$ cat src/rtl/dirsel_pkg.sv
package dirsel_pkg;
    localparam int DIRS = 4;
    localparam int CODE_W = $clog2(DIRS);

    typedef enum logic [CODE_W-1:0] {
        DIR_UP    = 2'd0,
        DIR_RIGHT = 2'd1,
        DIR_DOWN  = 2'd2,
        DIR_LEFT  = 2'd3
    } dir_e;
endpackage

$ cat src/rtl/btn_sync.sv
module btn_sync #(
    parameter int W = 4
) (
    input  logic         clk,
    input  logic         rst_n,
    input  logic [W-1:0] raw,
    output logic [W-1:0] synced
);
    typedef struct packed {
        logic [W-1:0] meta;
        logic [W-1:0] stable;
    } sync_t;

    sync_t s_d, s_q;

    always_comb begin
        s_d        = s_q;
        s_d.meta   = raw;
        s_d.stable = s_q.meta;
    end

    always_ff @(posedge clk or negedge rst_n) begin
        if (!rst_n) s_q <= '0;
        else        s_q <= s_d;
    end

    assign synced = s_q.stable;

    // the output copies the first stage one cycle later
    p_two_stage_r8: assert property (@(posedge clk) disable iff (!rst_n)
        $past(rst_n) |-> synced == $past(s_q.meta));
endmodule

$ cat src/rtl/prio_pick.sv
module prio_pick #(
    parameter int N  = 4,
    parameter int CW = $clog2(N)
) (
    input  logic [N-1:0]  vec,
    output logic          found,
    output logic [CW-1:0] code
);
    always_comb begin
        found = 1'b0;
        code  = '0;
        for (int i = N - 1; i >= 0; i--) begin
            if (vec[i]) begin
                found = 1'b1;
                code  = CW'(i);
            end
        end
    end

    always_comb begin
        // an empty vector must report nothing found
        p_empty_none_r4: assert (vec != '0 || !found);
        // the chosen bit is set and no lower bit is set
        if (found) begin
            p_pick_set_r3: assert (vec[code]);
            p_lowest_r3: assert ((vec & ((N'(1) << code) - N'(1))) == '0);
        end
    end
endmodule

$ cat src/rtl/choice_hold.sv
module choice_hold #(
    parameter int CW = 2,
    parameter logic [CW-1:0] RESET_DIR = '0
) (
    input  logic          clk,
    input  logic          rst_n,
    input  logic          tick,
    input  logic          found,
    input  logic [CW-1:0] pick,
    output logic [CW-1:0] dir_q,
    output logic          valid_q
);
    typedef struct packed {
        logic [CW-1:0] dir;
        logic          valid;
    } hold_t;

    hold_t h_d, h_q;

    always_comb begin
        h_d       = h_q;
        h_d.valid = tick;
        if (tick && found) h_d.dir = pick;
    end

    always_ff @(posedge clk or negedge rst_n) begin
        if (!rst_n) h_q <= '{dir: RESET_DIR, valid: 1'b0};
        else        h_q <= h_d;
    end

    assign dir_q   = h_q.dir;
    assign valid_q = h_q.valid;

    // no tick, no movement
    p_stable_no_tick_r5: assert property (@(posedge clk) disable iff (!rst_n)
        !$past(tick) |-> $stable(dir_q));
    // a tick with nothing pressed keeps the direction
    p_hold_empty_r4: assert property (@(posedge clk) disable iff (!rst_n)
        $past(tick && !found) |-> $stable(dir_q));
    // strobe follows every tick
    p_strobe_after_tick_r6: assert property (@(posedge clk) disable iff (!rst_n)
        $past(tick) |-> valid_q);
    // no strobe without a tick
    p_no_strobe_r6: assert property (@(posedge clk) disable iff (!rst_n)
        !$past(tick) |-> !valid_q);
endmodule

$ cat src/rtl/dir_select.sv
module dir_select #(
    parameter int IN_W = 8
) (
    input  logic                        clk,
    input  logic                        rst_n,
    input  logic [IN_W-1:0]             buttons,
    input  logic                        tick,
    output logic [dirsel_pkg::CODE_W-1:0] dir_code,
    output logic [dirsel_pkg::DIRS-1:0] dir_onehot,
    output logic                        dir_valid
);
    import dirsel_pkg::*;

    logic [DIRS-1:0]   btn_low;
    logic [DIRS-1:0]   btn_sync_q;
    logic              any_press;
    logic [CODE_W-1:0] pick_code;

    assign btn_low = buttons[DIRS-1:0];

    generate
        if (IN_W > DIRS) begin : g_upper
            logic [IN_W-DIRS-1:0] upper_unused;
            assign upper_unused = buttons[IN_W-1:DIRS];
        end
    endgenerate

    btn_sync #(.W(DIRS)) u_sync (
        .clk   (clk),
        .rst_n (rst_n),
        .raw   (btn_low),
        .synced(btn_sync_q)
    );

    prio_pick #(.N(DIRS), .CW(CODE_W)) u_pick (
        .vec  (btn_sync_q),
        .found(any_press),
        .code (pick_code)
    );

    choice_hold #(.CW(CODE_W), .RESET_DIR(DIR_RIGHT)) u_hold (
        .clk    (clk),
        .rst_n  (rst_n),
        .tick   (tick),
        .found  (any_press),
        .pick   (pick_code),
        .dir_q  (dir_code),
        .valid_q(dir_valid)
    );

    generate
        for (genvar k = 0; k < DIRS; k++) begin : g_onehot
            assign dir_onehot[k] = (dir_code == CODE_W'(k));
        end
    endgenerate

    // exactly one handler selected
    p_onehot_single_r7: assert property (@(posedge clk) disable iff (!rst_n)
        $countones(dir_onehot) == 1);
endmodule

$ cat config.mk
export PLATFORM = sky130hd
export DESIGN_NAME = dir_select
export DESIGN_NICKNAME = d
export VERILOG_FILES = /design/src/rtl/dirsel_pkg.sv /design/src/rtl/btn_sync.sv /design/src/rtl/prio_pick.sv /design/src/rtl/choice_hold.sv /design/src/rtl/dir_select.sv
export SDC_FILE = /design/constraint.sdc
export NUM_CORES = 1
export LEC_CHECK = 0
export BUFFER_PORTS_ARGS = -buffer_cell sky130_fd_sc_hd__buf_2
export CORE_AREA = 5 5 42 44
export CTS_CLUSTER_SIZE = 14
export DETAILED_ROUTE_END_ITERATION = 7
export DIE_AREA = 0 0 47 49
export PLACE_DENSITY_LB_ADDON = 0.1
export SYNTH_ARGS = -nofsm -noshare
export SYNTH_HDL_FRONTEND = slang
export SYNTH_SLANG_ARGS = --single-unit
$ cat constraint.sdc
create_clock -name clk -period 1.1 [get_ports clk]
set_clock_uncertainty 0.2 [all_clocks]
set_input_delay 0.11 -clock clk [delete_from_list [all_inputs] [get_ports clk]]
set_output_delay 0.11 -clock clk [all_outputs]
set_load 0.1 [all_outputs]
# Word-level counts from Yosys, hierarchy flattened
# Cells that the tools add are included.
# totals
input_bits,11
reg_bits,11
word_cells,17
output_inout_bits,7
# op_classes
eq_ne,3
reduce_logical,2
mux,8
# op_table
cell,count
two-way mux 2 bit,4
"== test 2 bit, second input constant",2
two-way mux 1 bit,4
"== test 2 x 1 -> 1 bit, second input constant",1
zero test 2 bit,1
logical AND 1 bit,1

# Logic depth before layout (Yosys ltp)
# Gate-level depths: netlist of run 1.
# depth
depth_word,5
mapped_depth,3
ltp_nobuf,3

# Modules after synthesis
# A second synthesis of run 1 with hierarchy kept.
# hier_totals
cells_unflattened,25
area_unflattened_um2,364.1
# modules_own_cells
module,seq_area_each_um2,cells_per_inst,area_each_um2,instances
btn_sync,200.2,8,200.2,1
choice_hold,76.3,6,102.6,1
prio_pick,0.0,7,35.0,1
dir_select,0.0,4,26.3,1

# Worst setup path before layout of run 1
# Ideal clock, no wire load.
# synth_timing
path_kind,reg-to-output
from,"register u_hold.h_q, in the netlist u_hold.dir_q[1]"
to,output port dir_onehot[2] in the netlist's numbering
slack_ns,-1.612
path_stages_with_launch,2
n_path_buf,0
arrival_ns,2.402
required_time_ns,0.790
path_cell_list,dfrtp_1 -> nor2b_1
# synth_via
elab_chain_len,1
# synth_lines
element,line,rtl
"start, declared",choice_hold.sv:18,"hold_t h_d, h_q;"
"start signal, assigned",choice_hold.sv:27,"if (!rst_n) h_q <= '{dir: RESET_DIR, valid: 1'b0};"
== test 2 bit,dir_select.sv:53,assign dir_onehot[k] = (dir_code == CODE_W'(k));
"end, declared",dir_select.sv:9,"output logic [dirsel_pkg::DIRS-1:0] dir_onehot,"
# No other way between the ends.

# Worst setup path in the final report of run 1
# layout_timing
from,"register u_hold.h_q, in the netlist u_hold.dir_q[0]"
to,output port dir_onehot[1] in the netlist's numbering
# layout_via
elab_chain_len,1
# layout_lines
element,line
== test 2 x 1 -> 1 bit,dir_select.sv:53
# No other way between the ends.

==> impl_metrics.json, run 1 <==
{
  "outcome": "finished, violations left",
  "violations": "negative setup slack",
  "pwr-share-clk_pct": 22.5,
  "post-route-util_pct": 49.7,
  "hold_ws_ns": 0.0130,
  "cts-root-buf": "clkbuf_4",
  "power.switching_mw": 0.393,
  "via_count": 259,
  "timing.fmax_mhz": 649,
  "hp-class": "input pin to register",
  "start_kind": "register",
  "grt_max_degree": 12,
  "rsz0062_at_grt": "true",
  "tightest_slew_ns": 0.236,
  "htree_levels": 1,
  "combPwrFrac_pct": 37.3,
  "remaining_drc_errors": 0,
  "ir_drop_mv": 0.863,
  "fin_nets": 60,
  "yosysTopAreaCell": "dfrtp_1",
  "synthCells": 22,
  "ys.flop_type": "dfrtp_1",
  "seqPwrFrac_pct": 40.2,
  "area_delta_synth_final_pct": 99.6,
  "dieArea_um2": 2300,
  "vias_per_cell": 4.05,
  "postRouteWirelength_um": 643,
  "antenna_found_initial": 0,
  "worstPathMaxFanout": 3,
  "grt_pass1_wl_mm": 1.08,
  "synth_edf_count": 0,
  "drt_iter0_drc": 3,
  "numCtsBuffers": 3,
  "clock-sinks": 11,
  "worst_slack_ns": -0.441,
  "clkTransAtPathRegs_ns": 0.06,
  "ys_top_cells_by_area": "dfrtp_1 72%, o21a_1 8.6%, dfstp_2 7.5%",
  "max_stage_delay_ns": 0.64,
  "syn-num-nets": 33,
  "slew_headroom_pct": 84.3,
  "drive_gt1_share_pct": 54.2,
  "ant_nets": 0,
  "finalHoldViolations": 0,
  "syn_area_um2": 349,
  "period_needed_ns": 1.54,
  "wl_per_cell_um": 10.0,
  "core_um2": 1400,
  "finalCritPeriodShare_pct": 140,
  "clk_latency_ns": 0.26,
  "setup_viol": 9,
  "dp_slack_ns": -0.174,
  "cp_num_buf_inv": 1,
  "rows": 14,
  "r2r_slack_ns": -0.04,
  "synthArstFlopShare_pct": 100,
  "dieHeight_um": 49,
  "yosys-top-cells-count": "10 x dfrtp_1, 4 x o21a_1, 3 x nor2b_1",
  "cts_tree": "built",
  "synth_warnings": 0,
  "die_w_um": 47,
  "cp.arrival_ns": 1.23,
  "required_ns": 0.79,
  "p_int_mw": 0.753,
  "power.density_nw_per_um2": 1650,
  "crit_type": "register to output pin",
  "post-synth-top-count-cell": "dfrtp_1",
  "start_util_pct": 24.9,
  "diodes": 0,
  "yosysSeqAreaShare_pct": 79.2,
  "cp_slowest_cell": "dfstp_4",
  "synth_cell_type_count": 8,
  "leakage_nw": 0.306,
  "cap_violations": 0,
  "crit_chain": "nor2b_4 -> buf_12",
  "stdcell_area_um2": 697,
  "netlist.area_leader.share_pct": 71.7,
  "overflow": 0,
  "finalWeightedCongestion": 0.704,
  "clk_path_buf_depth": 2,
  "switching_share_pct": 34.3,
  "power_mw": 1.15,
  "grt.total_usage_pct": 6.71,
  "slew_viol_final": 0,
  "placed_cell_area_um2": 599,
  "pin_count": 18,
  "synth_seq_cells": 11,
  "grt_pass1_vias": 284,
  "port-buffer-count": 13,
  "synth_area_per_cell_um2": 15.9,
  "end_kind": "output pin",
  "critical-path-top-delay-family": "flip-flops",
  "dr.pass1.iters": 2
}
## logic make-up (layout without fill, tap and decap cells)
kind of cell | count (synthesis) | count (layout) | synth area share, %
AO/OA/AOI/OAI | 6 | 6 | 12.5
buffers and inverters | 0 | 26 | 0
flip-flops | 11 | 11 | 79.2
AND/OR/NAND/NOR | 5 | 5 | 8.24
## metal layers
layer | global-route usage [%] | routed length, um
met2 | 11.3 | 356
met4 | 4.15 | 0
met5 | 0 | 0
met3 | 3.32 | 79
met1 | 5.96 | 207
## placed cells by master, fill, tap and decap left out
cell / n
dfstp_4: 1
buf_4: 1
and2_4: 1
clkbuf_4: 3
buf_12: 8
o21ai_2: 1
nor2_4: 1
dlygate4sd3_1: 7
dfrtp_4: 1
o21a_1: 4
o21ai_0: 1
dfrtp_1: 8
dfrtp_2: 1
clkbuf_1: 1
nor2b_1: 1
buf_2: 6
nor2b_4: 2
## state kept, by name (all words and copies together), names as in the netlist
| register | cells |
|---|---|
| u_hold.dir_q | 2 |
| u_hold.valid_q | 1 |
| u_sync.s_d | 4 |
| u_sync.synced | 4 |
## power by group through the flow
stage	clock network [mW]	registers, mW	logic, mW
after floorplan	0	0.545	0.159
after global placement	0	0.467	0.409
after detailed placement	0	0.468	0.411
after CTS	0.271	0.461	0.432
after global routing	0.291	0.464	0.441
final	0.258	0.461	0.428
## worst paths after layout
| check | start | to | cells past startpoint |
|---|---|---|---|
| worst max-delay path | u_hold.dir_q[0] | dir_onehot[1] | 2 |
| worst min-delay path | tick | u_hold.dir_q[0] | 3 |
| worst max register to register | u_hold.dir_q[1] | u_hold.dir_q[1] | 2 |
| worst min register to register | u_sync.s_d[0] | u_sync.synced[0] | 0 |
| max in group asynchronous | rst_n | u_hold.dir_q[0] | 2 |
| min in group asynchronous | rst_n | u_sync.synced[1] | 2 |
## layout make-up
cell class	count	area [um^2]
repair buffers	22	268
clock buffers	4	26.3
well taps	16	20.0
flip-flops and latches	11	285
fillers	133	704
multi-input cells	11	97.6
## stage by stage
| stage | setup TNS [ns] | instances |
|---|---|---|
| after global routing | -2.76 | 64 |
| after CTS | -2.60 | 64 |
| after detailed placement | -0.793 | 53 |
| final | -2.48 | 64 |
| after floorplan | -2.18 | 22 |
| after global placement | -0.741 | 53 |
## timing repair
action | 4_1_cts | 5_1_grt
setup buffers | 0 | 0
hold endpoints to repair | 18 | 0
pin swaps | 2 | 0
gates resized for setup | 1 | 0
hold buffers | 7 | 0
setup endpoints to repair | 9 | 9
## tightest hold or removal path: cells and delay by family
family,cells,cell delay [ns]
buffers and inverters,1,0.10
AOI/OAI and AO/OA,2,0.23
Power figures use the tool's default switching activity.
==> inputs of run 2 (changes only) <==
--- a/config.mk
+++ b/config.mk
@@ -10,7 +10,6 @@
 export CTS_CLUSTER_SIZE = 14
 export DETAILED_ROUTE_END_ITERATION = 7
 export DIE_AREA = 0 0 47 49
-export PLACE_DENSITY_LB_ADDON = 0.1
 export SYNTH_ARGS = -nofsm -noshare
 export SYNTH_HDL_FRONTEND = slang
 export SYNTH_SLANG_ARGS = --single-unit
==> run 2 against run 1 <==
Routed wire length up 4.7%. Setup slack got worse by 0.013 ns. The flow still finishes with violations (negative setup slack). Largest power group unchanged. Largest cell class is now buffers. Die area did not move. Final area is 2.5% higher. Critical endpoint unchanged. Power is 1.4% higher. Via count grew 6.9%. Count of clock-buffer cells in the layout did not move.
==> impl_metrics.json, run 2 (synthesis gave the netlist of run 1 again) <==
{
  "outcome": "finished, violations left",
  "violations": "negative setup slack",
  "tightest_slew_ns": 0.233,
  "cp_num_buf_inv": 1,
  "port-buffer-count": 13,
  "rsz0062_at_grt": "true",
  "crit_chain": "nor2b_4 -> buf_12",
  "clock-sinks": 11,
  "p_int_mw": 0.764,
  "seqPwrFrac_pct": 39.7,
  "vias_per_cell": 4.20,
  "dp_hpwl_um": 472,
  "wl_met2_um": 331,
  "start_util_pct": 24.9,
  "cts_tree": "built",
  "remaining_drc_errors": 0,
  "fillCellCount": 129,
  "postRouteWirelength_um": 673,
  "grt_pass1_vias": 274,
  "ant_nets": 0,
  "slew_headroom_pct": 84.4,
  "grt_pass1_wl_mm": 1.17,
  "post-route-util_pct": 51.0,
  "finalCritPeriodShare_pct": 141,
  "die_w_um": 47,
  "end_kind": "output pin",
  "rows": 14,
  "slew_viol_final": 0,
  "fin_nets": 62,
  "clk_latency_ns": 0.26,
  "cp_slowest_cell": "dfstp_4",
  "final_cell_mix": "8 x buf_12, 8 x dfrtp_1, 7 x dlygate4sd3_1",
  "area_delta_synth_final_pct": 105,
  "drt-met1-wl_um": 229,
  "finalWeightedCongestion": 0.633,
  "finalHoldViolations": 0,
  "period_needed_ns": 1.55,
  "leakage_nw": 0.316,
  "hp-class": "input pin to register",
  "critical-path-top-delay-family": "flip-flops",
  "dr.pass1.iters": 1,
  "core_um2": 1400,
  "pin_count": 18,
  "highest_layer": "met4",
  "worst_slack_ns": -0.454,
  "clk_path_buf_depth": 2,
  "cts-root-buf": "clkbuf_4",
  "required_ns": 0.79,
  "wl_per_cell_um": 10.2,
  "via_count": 277,
  "dieHeight_um": 49,
  "combPwrFrac_pct": 37.9,
  "pwr-share-clk_pct": 22.4,
  "start_kind": "register",
  "dieArea_um2": 2300,
  "dp_slack_ns": -0.174,
  "grt.total_usage_pct": 7.70,
  "setup_viol": 8,
  "numCtsBuffers": 3,
  "ir_drop_mv": 0.725,
  "cap_violations": 0,
  "worstPathMaxFanout": 4,
  "power.switching_mw": 0.399,
  "antenna_found_initial": 0,
  "htree_levels": 1,
  "drive_gt1_share_pct": 56.0,
  "power_mw": 1.16,
  "max_stage_delay_ns": 0.64,
  "power.density_nw_per_um2": 1630,
  "crit_type": "register to output pin",
  "cp.arrival_ns": 1.24,
  "switching_share_pct": 34.3,
  "diodes": 0,
  "wl_met3_um": 89,
  "clkTransAtPathRegs_ns": 0.06,
  "timing.fmax_mhz": 644,
  "drt_iter0_drc": 0,
  "grt_max_degree": 12,
  "overflow": 0
}
run 2: per-layer routing:
layer | vias to the layer above | GRT usage, %
met2 | 16 | 12.0
met3 | 4 | 3.69
met4 | 0 | 6.91
met5 | - | 0
met1 | 127 | 6.86
li1 | 130 | -
run 2: layout make-up:
class	instances	area (um^2)	area share, %
clock buffers	4	26.3	3.68
flip-flops and latches	11	285	39.9
repair buffers	24	287	40.1
multi-input cells	11	96.3	13.5
well taps	16	20.0	2.80
run 2: tightest hold or removal path: stages:
cell and delay, ns:
buf_2 0.10, o21a_1 0.12, o21a_1 0.12
run 2: power groups by stage:
| stage | clock network (mW) | logic [mW] | registers [mW] |
|---|---|---|---|
| floorplan | 0 | 0.159 | 0.545 |
| global placement | 0 | 0.414 | 0.469 |
| detailed placement | 0 | 0.416 | 0.469 |
| CTS | 0.277 | 0.441 | 0.462 |
| global route | 0.310 | 0.459 | 0.464 |
| finish | 0.261 | 0.441 | 0.461 |
run 2: per-stage QoR:
| step | setup TNS (ns) | instances | hold slack, ns | instance area, um^2 |
|---|---|---|---|---|
| 2_1_floorplan | -2.18 | 22 | -0.386 | 382 |
| 3_3_place_gp | -0.729 | 54 | -0.220 | 607 |
| 3_5_place_dp | -0.753 | 54 | -0.214 | 607 |
| 4_1_cts | -2.67 | 65 | 0.00425 | 704 |
| 5_1_grt | -2.92 | 66 | 0.0240 | 714 |
| 6_report | -2.57 | 66 | 0.0128 | 714 |
run 2: worst paths after layout:
path / cells past startpoint / startpoint / endpoint / slack [ns]
hold / removal: 3 / tick / u_hold.dir_q[1] / 0.01
setup reg to reg: 3 / u_hold.dir_q[0] / u_hold.dir_q[0] / -0.10
setup / recovery: 2 / u_hold.dir_q[0] / dir_onehot[1] / -0.45
min in group asynchronous: 2 / rst_n / u_sync.s_d[2] / 0.05
hold reg to reg: 0 / u_sync.s_d[0] / u_sync.synced[0] / 0.15
max in group asynchronous: 2 / rst_n / u_hold.dir_q[0] / 0.40
run 2: timing repair:
| action | 4_1_cts | 5_1_grt |
|---|---|---|
| setup endpoints to repair | 8 | 8 |
| hold endpoints to repair | 18 | 1 |
| setup buffers | 1 | 1 |
| pin swaps | 1 | 1 |
| hold buffers | 6 | 1 |
| resized for setup | 1 | 1 |
==> inputs of run 3 (changes only) <==
--- a/config.mk
+++ b/config.mk
@@ -7,9 +7,11 @@
 export LEC_CHECK = 0
 export BUFFER_PORTS_ARGS = -buffer_cell sky130_fd_sc_hd__buf_2
 export CORE_AREA = 5 5 42 44
+export CTS_BUF_LIST = sky130_fd_sc_hd__clkbuf_4
 export CTS_CLUSTER_SIZE = 14
 export DETAILED_ROUTE_END_ITERATION = 7
 export DIE_AREA = 0 0 47 49
+export RECOVER_POWER = 100
 export SYNTH_ARGS = -nofsm -noshare
 export SYNTH_HDL_FRONTEND = slang
 export SYNTH_SLANG_ARGS = --single-unit
==> run 3 against run 2 <==
Non-clock buffer count unchanged. Power up 1.7%. Largest cell class is now sequential cells. Clock power up 8.0%. Global-route usage down 0.13 points. Sequential cell count unchanged. First-iteration DRC count unchanged. Register-to-register slack about the same. Worst hold slack better by 0.036 ns. Count of clock-buffer cells in the layout unchanged. The flow still finishes with violations (negative setup slack). Cell count unchanged. Die area unchanged. Via count down 1.8%.
==> impl_metrics.json, run 3 (synthesis gave the netlist of run 1 again) <==
{
  "outcome": "finished, violations left",
  "violations": "negative setup slack",
  "dr.pass1.iters": 1,
  "path_depth": 2,
  "dp_hpwl_um": 472,
  "grt_max_degree": 12,
  "r2r_slack_ns": -0.10,
  "antenna_found_initial": 0,
  "ant_nets": 0,
  "holdPathStages": 3,
  "drt_iter0_drc": 0,
  "power.switching_mw": 0.395,
  "remaining_drc_errors": 0,
  "p_int_mw": 0.787,
  "required_ns": 0.79,
  "dieHeight_um": 49,
  "whs_endpoint": "u_hold.dir_q[1]",
  "start_util_pct": 24.9,
  "final_cell_mix": "8 x buf_12, 8 x dfrtp_1, 7 x dlygate4sd3_1",
  "power_mw": 1.18,
  "htree_levels": 1,
  "dieArea_um2": 2300,
  "via_count": 272,
  "vias_per_cell": 4.12,
  "numCtsBuffers": 3,
  "fin_nets": 62,
  "tightest_slew_ns": 0.545,
  "clk_latency_ns": 0.26,
  "r2r_end": "u_hold.dir_q[0]",
  "critical-path-top-delay-family": "flip-flops",
  "pin_count": 18,
  "fillCellCount": 131,
  "slew_headroom_pct": 63.7,
  "drive_gt1_share_pct": 54.0,
  "timing.fmax_mhz": 644,
  "start_kind": "register",
  "pwr-share-clk_pct": 23.8,
  "ir_drop_mv": 0.807,
  "cts-root-buf": "clkbuf_4",
  "clock-sinks": 11,
  "crit_type": "register to output pin",
  "leakage_nw": 0.313,
  "core_um2": 1400,
  "postRouteWirelength_um": 658,
  "r2r_cells": 3,
  "cap_violations": 0,
  "diodes": 0,
  "rsz0062_at_grt": "true",
  "hp-class": "input pin to register",
  "cp_num_buf_inv": 1,
  "setup_viol": 8,
  "combPwrFrac_pct": 37.2,
  "cts_tree": "built",
  "fin_cells": 66,
  "dp_cells": 54,
  "period_needed_ns": 1.55,
  "grt.total_usage_pct": 7.57,
  "grt_pass1_vias": 262,
  "crit-reg2reg-launch": "u_hold.dir_q[0]",
  "finalCritPeriodShare_pct": 141,
  "hold_start": "tick",
  "grt_pass1_wl_mm": 1.15,
  "finalHoldViolations": 0,
  "area_delta_synth_final_pct": 105,
  "dp_slack_ns": -0.174,
  "port-buffer-count": 13,
  "seqPwrFrac_pct": 39.0,
  "crit_chain": "nor2b_4 -> buf_12",
  "switching_share_pct": 33.4,
  "finalWeightedCongestion": 0.633,
  "slew_viol_final": 0,
  "cp_slowest_cell": "dfstp_4",
  "rows": 14,
  "clkTransAtPathRegs_ns": 0.06,
  "post-route-util_pct": 51.1,
  "worstPathMaxFanout": 4,
  "wl_per_cell_um": 9.97,
  "overflow": 0,
  "die_w_um": 47,
  "power.density_nw_per_um2": 1650,
  "worst_slack_ns": -0.454,
  "clk_path_buf_depth": 2,
  "cp.arrival_ns": 1.24,
  "max_stage_delay_ns": 0.64,
  "end_kind": "output pin"
}
## run 3: changes by cell type in the layout (fill, tap and decap cells not counted)
cell / previous run / this run
clkbuf_4: 3 / 4
buf_2: 6 / 4
clkbuf_1: 1 / 2
## run 3: repair_timing
item | CTS | global route
hold buffers | 6 | 1
setup endpoints to repair | 8 | 8
gates resized for setup | 1 | 1
setup buffers | 1 | 1
pin swaps | 1 | 1
hold endpoints to repair | 18 | 1
## run 3: layer usage
metal / share of wire [%] / vias up / track usage (%)
met5: 0 / - / 0
met4: 3.5 / 0 / 6.91
met3: 13 / 4 / 3.69
met2: 49 / 16 / 12.0
met1: 34 / 123 / 6.44
li1: - / 129 / -
## run 3: worst reg2reg max path: cells and delay by family, from the launching register on
kind | cells | cell delay (ns)
flops | 1 | 0.64
compound gates | 1 | 0.11
buf+inv | 2 | 0.19
## run 3: layout make-up
cell class,count,area (um^2),share of cell area [%]
Sequential cell,11,285,39.9
Timing Repair Buffer,24,284,39.7
Multi-Input combinational cell,11,96.3,13.5
Clock buffer,4,30.0,4.20
Tap cell,16,20.0,2.80
## run 3: how the worst max path moves through the flow
stage | end | slack [ns] | start
global placement | dir_onehot[3] | -0.17 | u_hold.dir_q[0]
detailed placement | dir_onehot[1] | -0.17 | u_hold.dir_q[0]
finish | dir_onehot[1] | -0.45 | u_hold.dir_q[0]
global route | dir_onehot[1] | -0.50 | u_hold.dir_q[0]
CTS | dir_onehot[1] | -0.47 | u_hold.dir_q[0]
floorplan | dir_onehot[1] | -0.62 | u_hold.dir_q[0]
## run 3: power groups by stage
stage | combinational (mW) | clock, mW | sequential [mW]
3_5_place_dp | 0.416 | 0 | 0.469
5_1_grt | 0.458 | 0.331 | 0.464
6_report | 0.440 | 0.282 | 0.461
2_1_floorplan | 0.159 | 0 | 0.545
3_3_place_gp | 0.414 | 0 | 0.469
4_1_cts | 0.441 | 0.299 | 0.462
## run 3: per-stage QoR
step | hold slack (ns) | setup TNS [ns] | cell area, um^2
floorplan | -0.386 | -2.18 | 382
global placement | -0.220 | -0.729 | 607
detailed placement | -0.214 | -0.753 | 607
CTS | 0.00425 | -2.66 | 708
global route | 0.0652 | -2.94 | 716
finish | 0.0487 | -2.57 | 716
